`src/rtl/coex_pkg.sv`:
```
package coex_pkg;

  typedef enum logic {
    HS_TWO_WIRE   = 1'b0,
    HS_THREE_WIRE = 1'b1
  } hs_mode_e;

  localparam int BT_LINES = 2;
  localparam int BT_REQ_BIT = 0;
  localparam int BT_PRI_BIT = 1;

endpackage

```
`src/rtl/coex_sync.sv`:
```
module coex_sync #(
  parameter int WIDTH  = 2,
  parameter int STAGES = 2
) (
  input  logic             clk,
  input  logic             rst,
  input  logic [WIDTH-1:0] async_i,
  output logic [WIDTH-1:0] sync_o
);

  logic [WIDTH-1:0] chain [STAGES];

  always_ff @(posedge clk) begin
    if (rst) begin
      for (int i = 0; i < STAGES; i++) chain[i] <= '0;
    end else begin
      chain[0] <= async_i;
      for (int i = 1; i < STAGES; i++) chain[i] <= chain[i-1];
    end
  end

  assign sync_o = chain[STAGES-1];

endmodule

```
`src/rtl/coex_policy.sv`:
```
module coex_policy
  import coex_pkg::*;
(
  input  hs_mode_e mode_i,
  input  logic     bt_hipri_i,
  input  logic     wl_active_i,
  input  logic     wl_hipri_i,
  output logic     deny_o
);

  always_comb begin
    unique case (mode_i)
      HS_THREE_WIRE: begin
        if (bt_hipri_i) deny_o = wl_active_i & wl_hipri_i;
        else            deny_o = wl_active_i;
      end
      default:          deny_o = wl_active_i;
    endcase
  end

endmodule

```
`src/rtl/coex_slot_ctrl.sv`:
```
module coex_slot_ctrl (
  input  logic clk,
  input  logic rst,
  input  logic req_s_i,
  input  logic bypass_i,
  input  logic ant_bt_i,
  input  logic verdict_i,
  output logic deny_o,
  output logic ant_o
);

  logic req_q;
  logic slot_q;
  logic rise;
  logic deny_n;
  logic slot_n;
  logic ant_n;

  assign rise = req_s_i & ~req_q;

  always_comb begin
    slot_n = slot_q;
    deny_n = deny_o;
    if (rise)          slot_n = 1'b1;
    else if (!req_s_i) slot_n = 1'b0;

    if (bypass_i)      deny_n = 1'b0;
    else if (rise)     deny_n = verdict_i;
    else if (!req_s_i) deny_n = 1'b0;

    ant_n = bypass_i ? ant_bt_i : (slot_n & ~deny_n);
  end

  always_ff @(posedge clk) begin
    if (rst) begin
      req_q  <= 1'b0;
      slot_q <= 1'b0;
      deny_o <= 1'b0;
      ant_o  <= 1'b0;
    end else begin
      req_q  <= req_s_i;
      slot_q <= slot_n;
      deny_o <= deny_n;
      ant_o  <= ant_n;
    end
  end

endmodule

```
`src/rtl/coex_arbiter.sv`:
```
module coex_arbiter
  import coex_pkg::*;
#(
  parameter int SYNC_STAGES = 2
) (
  input  logic clk,
  input  logic rst,
  input  logic cfg_mode_i,
  input  logic cfg_bypass_i,
  input  logic cfg_ant_bt_i,
  input  logic bt_req_i,
  input  logic bt_pri_i,
  input  logic wl_active_i,
  input  logic wl_hipri_i,
  output logic wl_deny_o,
  output logic ant_sw_o
);

  logic [BT_LINES-1:0] bt_async;
  logic [BT_LINES-1:0] bt_sync;
  logic                req_sync;
  logic                pri_sync;
  logic                verdict;

  assign bt_async[BT_REQ_BIT] = bt_req_i;
  assign bt_async[BT_PRI_BIT] = bt_pri_i;

  coex_sync #(
    .WIDTH  (BT_LINES),
    .STAGES (SYNC_STAGES)
  ) u_sync (
    .clk     (clk),
    .rst     (rst),
    .async_i (bt_async),
    .sync_o  (bt_sync)
  );

  assign req_sync = bt_sync[BT_REQ_BIT];
  assign pri_sync = bt_sync[BT_PRI_BIT];

  coex_policy u_policy (
    .mode_i      (hs_mode_e'(cfg_mode_i)),
    .bt_hipri_i  (pri_sync),
    .wl_active_i (wl_active_i),
    .wl_hipri_i  (wl_hipri_i),
    .deny_o      (verdict)
  );

  coex_slot_ctrl u_slot (
    .clk       (clk),
    .rst       (rst),
    .req_s_i   (req_sync),
    .bypass_i  (cfg_bypass_i),
    .ant_bt_i  (cfg_ant_bt_i),
    .verdict_i (verdict),
    .deny_o    (wl_deny_o),
    .ant_o     (ant_sw_o)
  );

endmodule

```
`config.mk`:
```
export PLATFORM = sky130hd
export DESIGN_NAME = coex_arbiter
export DESIGN_NICKNAME = d
export VERILOG_FILES = /design/src/rtl/coex_pkg.sv /design/src/rtl/coex_sync.sv /design/src/rtl/coex_policy.sv /design/src/rtl/coex_slot_ctrl.sv /design/src/rtl/coex_arbiter.sv
export SDC_FILE = /design/constraint.sdc
export NUM_CORES = 1
export LEC_CHECK = 0
export BUFFER_PORTS_ARGS = -buffer_cell sky130_fd_sc_hd__buf_2
export CAP_MARGIN = 20
export CORE_AREA = 5 5 42 44
export DETAILED_ROUTE_END_ITERATION = 12
export DIE_AREA = 0 0 47 49
export HOLD_SLACK_MARGIN = 0.12
export PLACE_DENSITY = 0.38
export SYNTH_ARGS = -nofsm -noshare
export SYNTH_HDL_FRONTEND = slang
export SYNTH_HIERARCHICAL = 1
export SYNTH_SLANG_ARGS = --single-unit
```
`constraint.sdc`:
```
create_clock -name clk -period 2.7 [get_ports clk]
set_input_delay 0.81 -clock clk [delete_from_list [all_inputs] [get_ports clk]]
set_output_delay 0.81 -clock clk [all_outputs]
set_load 0.01 [all_outputs]
```
==> results.sh <==
export IMPL_outcome="finished, final reports clean"
export IMPL_min_path_type="flop to flop"
export IMPL_power_leakage_uw=0.0001614
export IMPL_whs_path_depth=1
export IMPL_cts_inserted_buffers=3
export IMPL_peakVddDrop_v=0.0001833
export IMPL_global_route_overflow_total=0
export IMPL_slew_violations=0
export IMPL_cts_setup_buffers=0
export IMPL_avgRoutedWirePerCell_um=9.245
export IMPL_fp_dieArea_sq_um=2303
export IMPL_r2r_path_start="u_sync/chain[0][3]"
export IMPL_cts_sinks=8
export IMPL_drt_antenna_violating_nets=0
export IMPL_syn_nets=35
export IMPL_cts_max_path_buffers=2
export IMPL_fin_hold_ws_ns=0.4330
export IMPL_max_freq_mhz=655.9
export IMPL_placement_io_buffers=10
export IMPL_floorplan_die_height_um=49
export IMPL_postSynthAreaPerCell_sq_um=11.12
export IMPL_cts_max_level=1
export IMPL_p_per_area_nw_per_um2=622.6
export IMPL_initial_utilization_pct=20.62
export IMPL_timing_final_crit_period_ns=1.525
export IMPL_crit_path_cell_trace="buf_2"
export IMPL_worstHoldStart="u_sync/chain[0][1]"
export IMPL_route_detailed_vias_per_inst=3.962
export IMPL_crit_type="flop to primary output"
export IMPL_global_route_usage_total_pct=5.289
export IMPL_clock_insertion_delay_worst_skew_ns=0.25
export IMPL_portion_of_the_clock_cycle_consumed_by_the_worst_path_in_the_final_layout_pct=56.46
export IMPL_clkTransAtPathRegs_ns=0.05
export IMPL_finalWeightedCongestion=0.7226
export IMPL_finalNonFillerCells=53
export IMPL_critPathCaptureType="primary output"
export IMPL_synth_seq_cells=8
export IMPL_crit_arrival_ns=0.71
export IMPL_setup_viol_count_final=0
export IMPL_maximum_capacitance_violations=0
export IMPL_synthesis_area_sq_um=289.0
export IMPL_r2r_end="u_slot/ant_o"
export IMPL_die_w_um=47
export IMPL_cp_slowest_cell="sky130_fd_sc_hd__dfxtp_1"
export IMPL_final_fill_count=167
export IMPL_initialDrtViolationCount=0
export IMPL_timing_critical_path_required_ns=1.89
export IMPL_synth_yosys_seq_area_share_pct=55.41
export IMPL_tightestPinTransition_ns=0.1621
export IMPL_cts_root_buffer="sky130_fd_sc_hd__clkbuf_4"
export IMPL_cp_slowest_stage_delay_ns=0.33
export IMPL_synth_cell_types=13
export IMPL_first_global_vias=233
export IMPL_layout_drive_gt1_share_pct=40.54
export IMPL_post_synth_inst_count=26
export IMPL_drt_drc_violations_left=0
export IMPL_timing_critical_path_buf_inv=1
export IMPL_ys_warn_count=6
export IMPL_hold_viol=0
export IMPL_cpLargestDelayFamily="flip-flops"
export IMPL_cts_resized=0
export IMPL_slew_limit_headroom_pct=88.88
export IMPL_startpoint_type="flop"
export IMPL_holdPathEnd="u_sync/chain[0][3]"
export IMPL_worst_clock_skew_ns=0.004820
export IMPL_core_area_sq_um=1401
export IMPL_crit_fanout=3
export IMPL_grt_antenna_before_repair=0
export IMPL_cts_tree="yes"
export IMPL_final_nets=48
export IMPL_critical_path_depth=1
export IMPL_grt_max_degree=7
export IMPL_holdBufCountCts=0
export IMPL_drt_pre_antenna_iters=1
export IMPL_grt_pass1_wl_um=841
export IMPL_rsz0062_at_grt="no"
export IMPL_pin_count=11
export IMPL_wire_length_after_detailed_routing_um=490
export IMPL_fin_setup_tns_ns=0
export IMPL_num_vias=210
export IMPL_flow_area_growth_from_synthesis_pct=26.84
export IMPL_reg2reg_depth=4
export IMPL_row_count=14
export IMPL_n_antenna_cell=0
export IMPL_r2r_setup_slack_ns=1.74
export IMPL_place_detailed_instances=50
[layout make-up]
class / instances / area [sq um] / share of cell area [%]
clock buffers: 3 / 22.52 / 6.143
inverters: 2 / 7.507 / 2.048
multi-input cells: 14 / 106.4 / 29.01
flip-flops and latches: 8 / 160.2 / 43.69
well taps: 16 / 20.02 / 5.461
repair buffers: 10 / 50.05 / 13.65
[sequential cells by signal (all words and copies together), names as in the netlist]
register,flops
u_slot/ant_o,1
u_slot/deny_o,1
u_slot/req_q,1
u_slot/slot_q,1
u_sync/chain,4
[Yosys cell counts]
cell type / n / area share, %
sky130_fd_sc_hd__buf_4: 2 / 5.2
sky130_fd_sc_hd__inv_1: 2 / 2.6
sky130_fd_sc_hd__nand3b_1: 1 / 2.6
sky130_fd_sc_hd__nor2b_1: 4 / 8.7
sky130_fd_sc_hd__nand2b_1: 1 / 2.2
sky130_fd_sc_hd__nand2_1: 1 / 1.3
sky130_fd_sc_hd__a2bb2oi_1: 1 / 3.0
sky130_fd_sc_hd__nor3_2: 1 / 3.5
sky130_fd_sc_hd__dfxtp_1: 8 / 55
sky130_fd_sc_hd__a211oi_2: 1 / 4.3
sky130_fd_sc_hd__o21a_1: 1 / 2.6
sky130_fd_sc_hd__a21oi_1: 1 / 1.7
sky130_fd_sc_hd__mux2i_1: 2 / 6.9
[layout by cell type (no fill, tap or decap)]
master,count
sky130_fd_sc_hd__nand2b_1,1
sky130_fd_sc_hd__nand2_1,1
sky130_fd_sc_hd__clkbuf_4,3
sky130_fd_sc_hd__o21a_1,1
sky130_fd_sc_hd__dfxtp_1,8
sky130_fd_sc_hd__nor2b_1,4
sky130_fd_sc_hd__nand3b_1,1
sky130_fd_sc_hd__mux2i_1,2
sky130_fd_sc_hd__a21oi_1,1
sky130_fd_sc_hd__nor3_2,1
sky130_fd_sc_hd__buf_2,10
sky130_fd_sc_hd__a211oi_2,1
sky130_fd_sc_hd__inv_1,2
sky130_fd_sc_hd__a2bb2oi_1,1
[power by group]
group,internal (uW),total [uW],switching [uW]
sequential,123,124,1.44
combinational,9.68,16.8,7.15
clock,50.6,87.4,36.8
[layer usage]
| layer | track usage [%] | share of wire [%] | up-vias |
|---|---|---|---|
| li1 | - | - | 109 |
| met1 | 5.298 | 39 | 90 |
| met2 | 7.014 | 44 | 9 |
| met3 | 2.952 | 15 | 2 |
| met4 | 5.530 | 1.2 | 0 |
| met5 | 0 | 0 | - |
[worst max-delay path by stage]
stage,startpoint,to
finish,u_slot/deny_o,wl_deny_o
detailed placement,cfg_mode_i,u_slot/ant_o
floorplan,cfg_mode_i,u_slot/ant_o
CTS,u_slot/deny_o,wl_deny_o
global placement,cfg_mode_i,u_slot/ant_o
global route,u_slot/deny_o,wl_deny_o
[metrics by stage]
stage | worst slack, ns | instance area (sq um) | power (uW) | util [%]
after floorplan | 1.287 | 289.0 | 136.1 | -
after global placement | 1.169 | 344.1 | 143.5 | 24.55
after detailed placement | 1.140 | 344.1 | 144.0 | 24.55
after CTS | 1.157 | 366.6 | 235.3 | 26.16
after global routing | 1.135 | 366.6 | 240.8 | 26.16
final | 1.175 | 366.6 | 228.3 | 26.16
[kinds of logic (layout without fill, tap and decap cells)]
family | Yosys count | count (layout) | synth area share [%]
mux | 2 | 2 | 6.927
simple gates | 8 | 8 | 18.18
buf+inv | 4 | 15 | 7.792
flops | 8 | 8 | 55.41
compound gates | 4 | 4 | 11.69
Note: power is estimated with default switching activity, not from simulation.
